==> config.mk <==
export PLATFORM = sky130hd
export DESIGN_NAME = fsync_gen
export DESIGN_NICKNAME = d
export VERILOG_FILES = /design/src/rtl/fsync_pkg.sv /design/src/rtl/fsync_line_timer.sv /design/src/rtl/fsync_offset_reg.sv /design/src/rtl/fsync_pulse_sel.sv /design/src/rtl/fsync_gen.sv
export SDC_FILE = /design/constraint.sdc
export NUM_CORES = 1
export LEC_CHECK = 0
export BUFFER_PORTS_ARGS = -buffer_cell sky130_fd_sc_hd__buf_2
export CAP_MARGIN = 20
export CORE_MARGIN = 1.5
export CORE_UTILIZATION = 56
export CTS_BUF_LIST = sky130_fd_sc_hd__clkbuf_8
export CTS_CLUSTER_SIZE = 40
export DETAILED_ROUTE_END_ITERATION = 8
export GPL_TIMING_DRIVEN = 1
export PLACE_DENSITY = 0.87
export SLEW_MARGIN = 20
export SYNTH_ARGS = -nofsm -noshare
export SYNTH_HDL_FRONTEND = slang
export SYNTH_HIERARCHICAL = 1
export SYNTH_SLANG_ARGS = --single-unit
==> constraint.sdc <==
create_clock -name clk_i -period 2.55 [get_ports clk_i]
set_input_delay 0.3825 -clock clk_i [delete_from_list [all_inputs] [get_ports clk_i]]
set_output_delay 0.3825 -clock clk_i [all_outputs]
set_load 0.03 [all_outputs]
==> src/rtl/fsync_pkg.sv <==
`timescale 1ns/1ps
package fsync_pkg;
  // map a signed line offset onto a line index inside one frame
  function automatic int wrap_line(input int off, input int lines);
    return (off < 0) ? off + lines : off;
  endfunction
endpackage

==> src/rtl/fsync_line_timer.sv <==
`timescale 1ns/1ps
module fsync_line_timer #(
  parameter int CLKS_PER_LINE   = 12500,
  parameter int LINES_PER_FRAME = 60,
  localparam int CNT_W  = (CLKS_PER_LINE > 1) ? $clog2(CLKS_PER_LINE) : 1,
  localparam int LINE_W = (LINES_PER_FRAME > 1) ? $clog2(LINES_PER_FRAME) : 1
) (
  input  logic              clk_i,
  input  logic              rst_ni,
  output logic              line_start_o,
  output logic              frame_start_o,
  output logic [LINE_W-1:0] line_idx_o
);
  localparam logic [CNT_W-1:0]  CLK_LAST  = CNT_W'(CLKS_PER_LINE - 1);
  localparam logic [LINE_W-1:0] LINE_LAST = LINE_W'(LINES_PER_FRAME - 1);

  logic [CNT_W-1:0]  clk_cnt_q;
  logic [LINE_W-1:0] line_cnt_q;

  always_ff @(posedge clk_i or negedge rst_ni) begin
    if (!rst_ni) begin
      clk_cnt_q  <= '0;
      line_cnt_q <= '0;
    end else if (clk_cnt_q == CLK_LAST) begin
      clk_cnt_q  <= '0;
      line_cnt_q <= (line_cnt_q == LINE_LAST) ? '0 : line_cnt_q + 1'b1;
    end else begin
      clk_cnt_q <= clk_cnt_q + 1'b1;
    end
  end

  assign line_start_o  = (clk_cnt_q == '0);
  assign frame_start_o = line_start_o && (line_cnt_q == '0);
  assign line_idx_o    = line_cnt_q;
endmodule

==> src/rtl/fsync_offset_reg.sv <==
`timescale 1ns/1ps
module fsync_offset_reg #(
  parameter int OFF_W = 3
) (
  input  logic                    clk_i,
  input  logic                    rst_ni,
  input  logic                    frame_start_i,
  input  logic signed [OFF_W-1:0] offset_i,
  output logic signed [OFF_W-1:0] act_off_o,
  output logic signed [OFF_W-1:0] eff_off_o
);
  localparam logic signed [OFF_W-1:0] MOST_NEG = {1'b1, {(OFF_W-1){1'b0}}};

  logic signed [OFF_W-1:0] sat_off;
  logic signed [OFF_W-1:0] act_q;

  // most negative code has no positive mirror: clamp to keep the span symmetric
  assign sat_off = (offset_i == MOST_NEG) ? MOST_NEG + 1'b1 : offset_i;

  always_ff @(posedge clk_i or negedge rst_ni) begin
    if (!rst_ni)            act_q <= '0;
    else if (frame_start_i) act_q <= sat_off;
  end

  // at the boundary the incoming value already governs the new frame
  assign eff_off_o = frame_start_i ? sat_off : act_q;
  assign act_off_o = act_q;
endmodule

==> src/rtl/fsync_pulse_sel.sv <==
`timescale 1ns/1ps
module fsync_pulse_sel #(
  parameter int OFF_W           = 3,
  parameter int LINES_PER_FRAME = 60,
  localparam int LINE_W = (LINES_PER_FRAME > 1) ? $clog2(LINES_PER_FRAME) : 1
) (
  input  logic                    line_start_i,
  input  logic [LINE_W-1:0]       line_idx_i,
  input  logic signed [OFF_W-1:0] off_i,
  output logic                    hit_o
);
  import fsync_pkg::*;

  logic [LINE_W-1:0] tgt_line;

  always_comb begin
    tgt_line = LINE_W'(wrap_line(int'(off_i), LINES_PER_FRAME));
  end

  assign hit_o = line_start_i && (line_idx_i == tgt_line);
endmodule

==> src/rtl/fsync_gen.sv <==
`timescale 1ns/1ps
module fsync_gen #(
  parameter int CLKS_PER_LINE   = 12500,
  parameter int LINES_PER_FRAME = 60,
  parameter int OFF_W           = 3,
  localparam int LINE_W = (LINES_PER_FRAME > 1) ? $clog2(LINES_PER_FRAME) : 1
) (
  input  logic                    clk_i,
  input  logic                    rst_ni,
  input  logic                    vsync_en_i,
  input  logic signed [OFF_W-1:0] offset_i,
  output logic                    frame_ready_o,
  output logic                    vsync_o
);
  logic              line_start, frame_start, hit;
  logic [LINE_W-1:0] line_idx;
  logic signed [OFF_W-1:0] act_off, eff_off;
  logic fr_q, vs_q;

  fsync_line_timer #(
    .CLKS_PER_LINE  (CLKS_PER_LINE),
    .LINES_PER_FRAME(LINES_PER_FRAME)
  ) u_timer (
    .clk_i        (clk_i),
    .rst_ni       (rst_ni),
    .line_start_o (line_start),
    .frame_start_o(frame_start),
    .line_idx_o   (line_idx)
  );

  fsync_offset_reg #(.OFF_W(OFF_W)) u_off (
    .clk_i        (clk_i),
    .rst_ni       (rst_ni),
    .frame_start_i(frame_start),
    .offset_i     (offset_i),
    .act_off_o    (act_off),
    .eff_off_o    (eff_off)
  );

  fsync_pulse_sel #(
    .OFF_W          (OFF_W),
    .LINES_PER_FRAME(LINES_PER_FRAME)
  ) u_sel (
    .line_start_i(line_start),
    .line_idx_i  (line_idx),
    .off_i       (eff_off),
    .hit_o       (hit)
  );

  always_ff @(posedge clk_i or negedge rst_ni) begin
    if (!rst_ni) begin
      fr_q <= 1'b0;
      vs_q <= 1'b0;
    end else begin
      fr_q <= frame_start;
      vs_q <= vsync_en_i && hit;
    end
  end

  assign frame_ready_o = fr_q;
  assign vsync_o       = vs_q;
endmodule

==> impl_metrics.py <==
metrics = {
    "run_status": {
        "outcome": "completed",
    },
    "route": {
        "drc": 0,
        "viasPerCell": 5.811,
        "dr.pass1.iters": 4,
        "wire_per_inst_um": 16.19,
        "drt_wl_total_um": 2655,
        "drt-initial-drc-count": 16,
        "vias": 953,
        "ant_nets": 0,
    },
    "synth": {
        "synth-async-reset-ratio_pct": 100.0,
        "syn-num-nets": 128,
        "synth.distinct_cells": 41,
        "netlist_instances": 118,
        "yosys.area.top_type": "dfrtp_1",
        "yosys.area.top_type_share_pct": 49.12,
        "synth-edff-count": 0,
        "ys_seq_area_share_pct": 49.12,
        "syn_area_per_cell_um2": 10.79,
        "synthFlopType": "dfrtp_1",
        "synth_warnings": 6,
        "ys_ff_latch": 25,
        "syn-cell-area_mm2": 0.001274,
        "synth_area_leaders": "dfrtp_1 49%, xnor2_1 4.8%, ha_1 3.9%",
    },
    "final_layout": {
        "fill_cells": 158,
        "area_growth_pct": 16.11,
        "antennaDiodeCount": 0,
        "layout-drive-gt1-share_pct": 25.00,
        "final-instance-count-excl-fill": 164,
        "design_area_mm2": 0.001479,
        "layout.nets": 147,
    },
    "power": {
        "vdd_drop_max_uv": 243.3,
        "power.leakage_uw": 0.0006835,
        "powerDensity_mw_per_mm2": 439.8,
        "power.total_uw": 650.4,
    },
    "job": {
        "maxCapViolations": 0,
    },
    "sta": {
        "skew_ps": 2.276,
        "final_max_slew_viol_count": 0,
        "period_share_pct": 98.14,
        "finalSetupViolCount": 0,
        "relSlewSlack_pct": 63.34,
        "fmax_ghz": 0.3996,
        "rsz0062_at_grt": "true",
        "final.setup.tns_ps": 0,
        "hold_violations": 0,
        "worst_pin_slew_ps": 549.9,
        "whs_ps": 92.35,
        "fin_crit_ps": 2503,
    },
    "die": {
        "start_util_pct": 58.71,
        "dieWidth_um": 50.69,
        "pin_count": 8,
        "core_area_mm2": 0.002170,
        "dieArea_mm2": 0.002569,
        "die_y_um": 50.69,
        "row_count": 17,
    },
    "worst_setup_path": {
        "endpoint_kind": "register",
        "crit_path_start_kind": "register",
        "crit_type": "register to register",
        "r2r_cells": 8,
        "arrival_ps": 2710,
        "crit_fanout": 3,
        "cp_data_required_time_ps": 2760,
    },
    "clock_network": {
        "cts_buffer_depth": 2,
        "cts.clk_slew.worst_paths_ps": 80,
        "cts_buffers": 3,
        "cts-root-buf": "clkbuf_8",
        "cts_tree": "built",
        "htreeDepth": 1,
        "clock_latency_ps": 270,
        "cts.sinks": 25,
    },
    "global_routing": {
        "grt_pass1_wl_um": 4595,
        "overflow": 0,
        "grt_use_total_pct": 23.89,
        "grt_pass1_vias": 966,
        "antenna_found_initial": 0,
        "grt_max_degree": 26,
    },
    "placed_design": {
        "portBuffers": 7,
        "post-dp-hpwl_um": 1750,
        "place.gp.congestion": 0.9270,
        "place_area_mm2": 0.001385,
        "place_inst": 158,
    },
    "min_path": {
        "hold_class": "primary input to asynchronous set/reset pin",
    },
}
final timing paths:
check | from | endpoint | slack [ps]
worst max-delay path | u_timer/clk_cnt_q[11] | vsync_o | 50
worst min-delay path | rst_ni | u_off/act_off_o[1] | 90
worst max register to register | u_timer/clk_cnt_q[11] | vsync_o | 50
worst min register to register | u_off/act_off_o[2] | u_off/act_off_o[2] | 520
max in group asynchronous | rst_ni | u_timer/clk_cnt_q[11] | 2070
min in group clk_i | vsync_en_i | vsync_o | 340
critical path: stages, from the launching register on:
cell	delay [ps]
dfrtp_2	450
nor4_4	330
nand2_1	90
and4bb_2	310
and3_4	190
mux2_4	310
or4_4	510
a21oi_2	120
and2_1	130
report_power, final:
group          switching, uW  internal, uW  total, uW
clock                    122           108        230
sequential             0.830           399        399
combinational           12.6          8.21       20.8
logic make-up after synthesis:
family	share of synthesized area (%)
adder cells (fa/ha/maj)	3.929
XOR/XNOR	7.564
buffers and inverters	2.652
AND/OR/NAND/NOR	25.15
AO/OA/AOI/OAI	9.822
flip-flops	49.12
multiplexers	1.768
placed cells by master (no fill, tap or decap), types with 3 or more instances in the layout:
master / n
buf_2: 7
ha_1: 4
o21ai_0: 6
a21o_1: 3
xnor2_1: 6
clkbuf_8: 3
nand4_1: 4
inv_1: 7
nand3_1: 4
xor2_1: 4
nor2_1: 7
buf_4: 9
dfrtp_1: 24
nand2_1: 7
Yosys cell counts (2+ instances only):
| master | instances |
|---|---|
| a21o_1 | 3 |
| and2_1 | 2 |
| and3_1 | 3 |
| and3_2 | 2 |
| dfrtp_1 | 25 |
| ha_1 | 4 |
| inv_1 | 6 |
| mux2_2 | 2 |
| nand2_1 | 7 |
| nand3_1 | 4 |
| nand4_1 | 4 |
| nand4b_1 | 2 |
| nor2_1 | 7 |
| nor3_1 | 2 |
| nor3b_1 | 2 |
| nor4_1 | 2 |
| o211ai_1 | 2 |
| o21ai_0 | 6 |
| o31ai_1 | 2 |
| xnor2_1 | 7 |
| xor2_1 | 4 |
area by class of cell:
class	count	area, um^2	share of cell area, %
Clock buffer	3	41.29	2.792
Clock inverter	1	3.754	0.2538
Inverter	6	22.52	1.523
Multi-Input combinational cell	85	646.9	43.74
Sequential cell	25	626.9	42.39
Tap cell	28	35.03	2.369
Timing Repair Buffer	16	102.6	6.937
sequential cells by signal, indices dropped and copies added (netlist names):
name and flops:
u_timer/clk_cnt_q 14, u_timer/line_idx_o 6, u_off/act_off_o 3, frame_ready_o 1, vsync_o 1
routing by layer:
metal	vias to the layer above	global-route usage, %	wire length, um	share of wire, %
met2	12	37.72	1288	49
met1	471	32.18	1244	47
met4	0	10.81	59	2.2
li1	463	-	-	-
met3	7	3.869	62	2.3
met5	-	0	0	0
what timing repair did:
item / 4_1_cts / 5_1_grt
hold buffers: 0 / 0
resized for setup: 1 / 6
buffers inserted: 0 / 2
pin swaps: 0 / 6
setup endpoints to repair: 1 / 1
metrics by stage:
stage	worst slack (ps)	util, %
floorplan	88.13	-
global placement	133.4	63.84
detailed placement	27.44	63.84
CTS	21.44	66.32
global route	-44.33	68.17
finish	47.39	68.17
No activity file was read; power rests on OpenSTA's default activity.
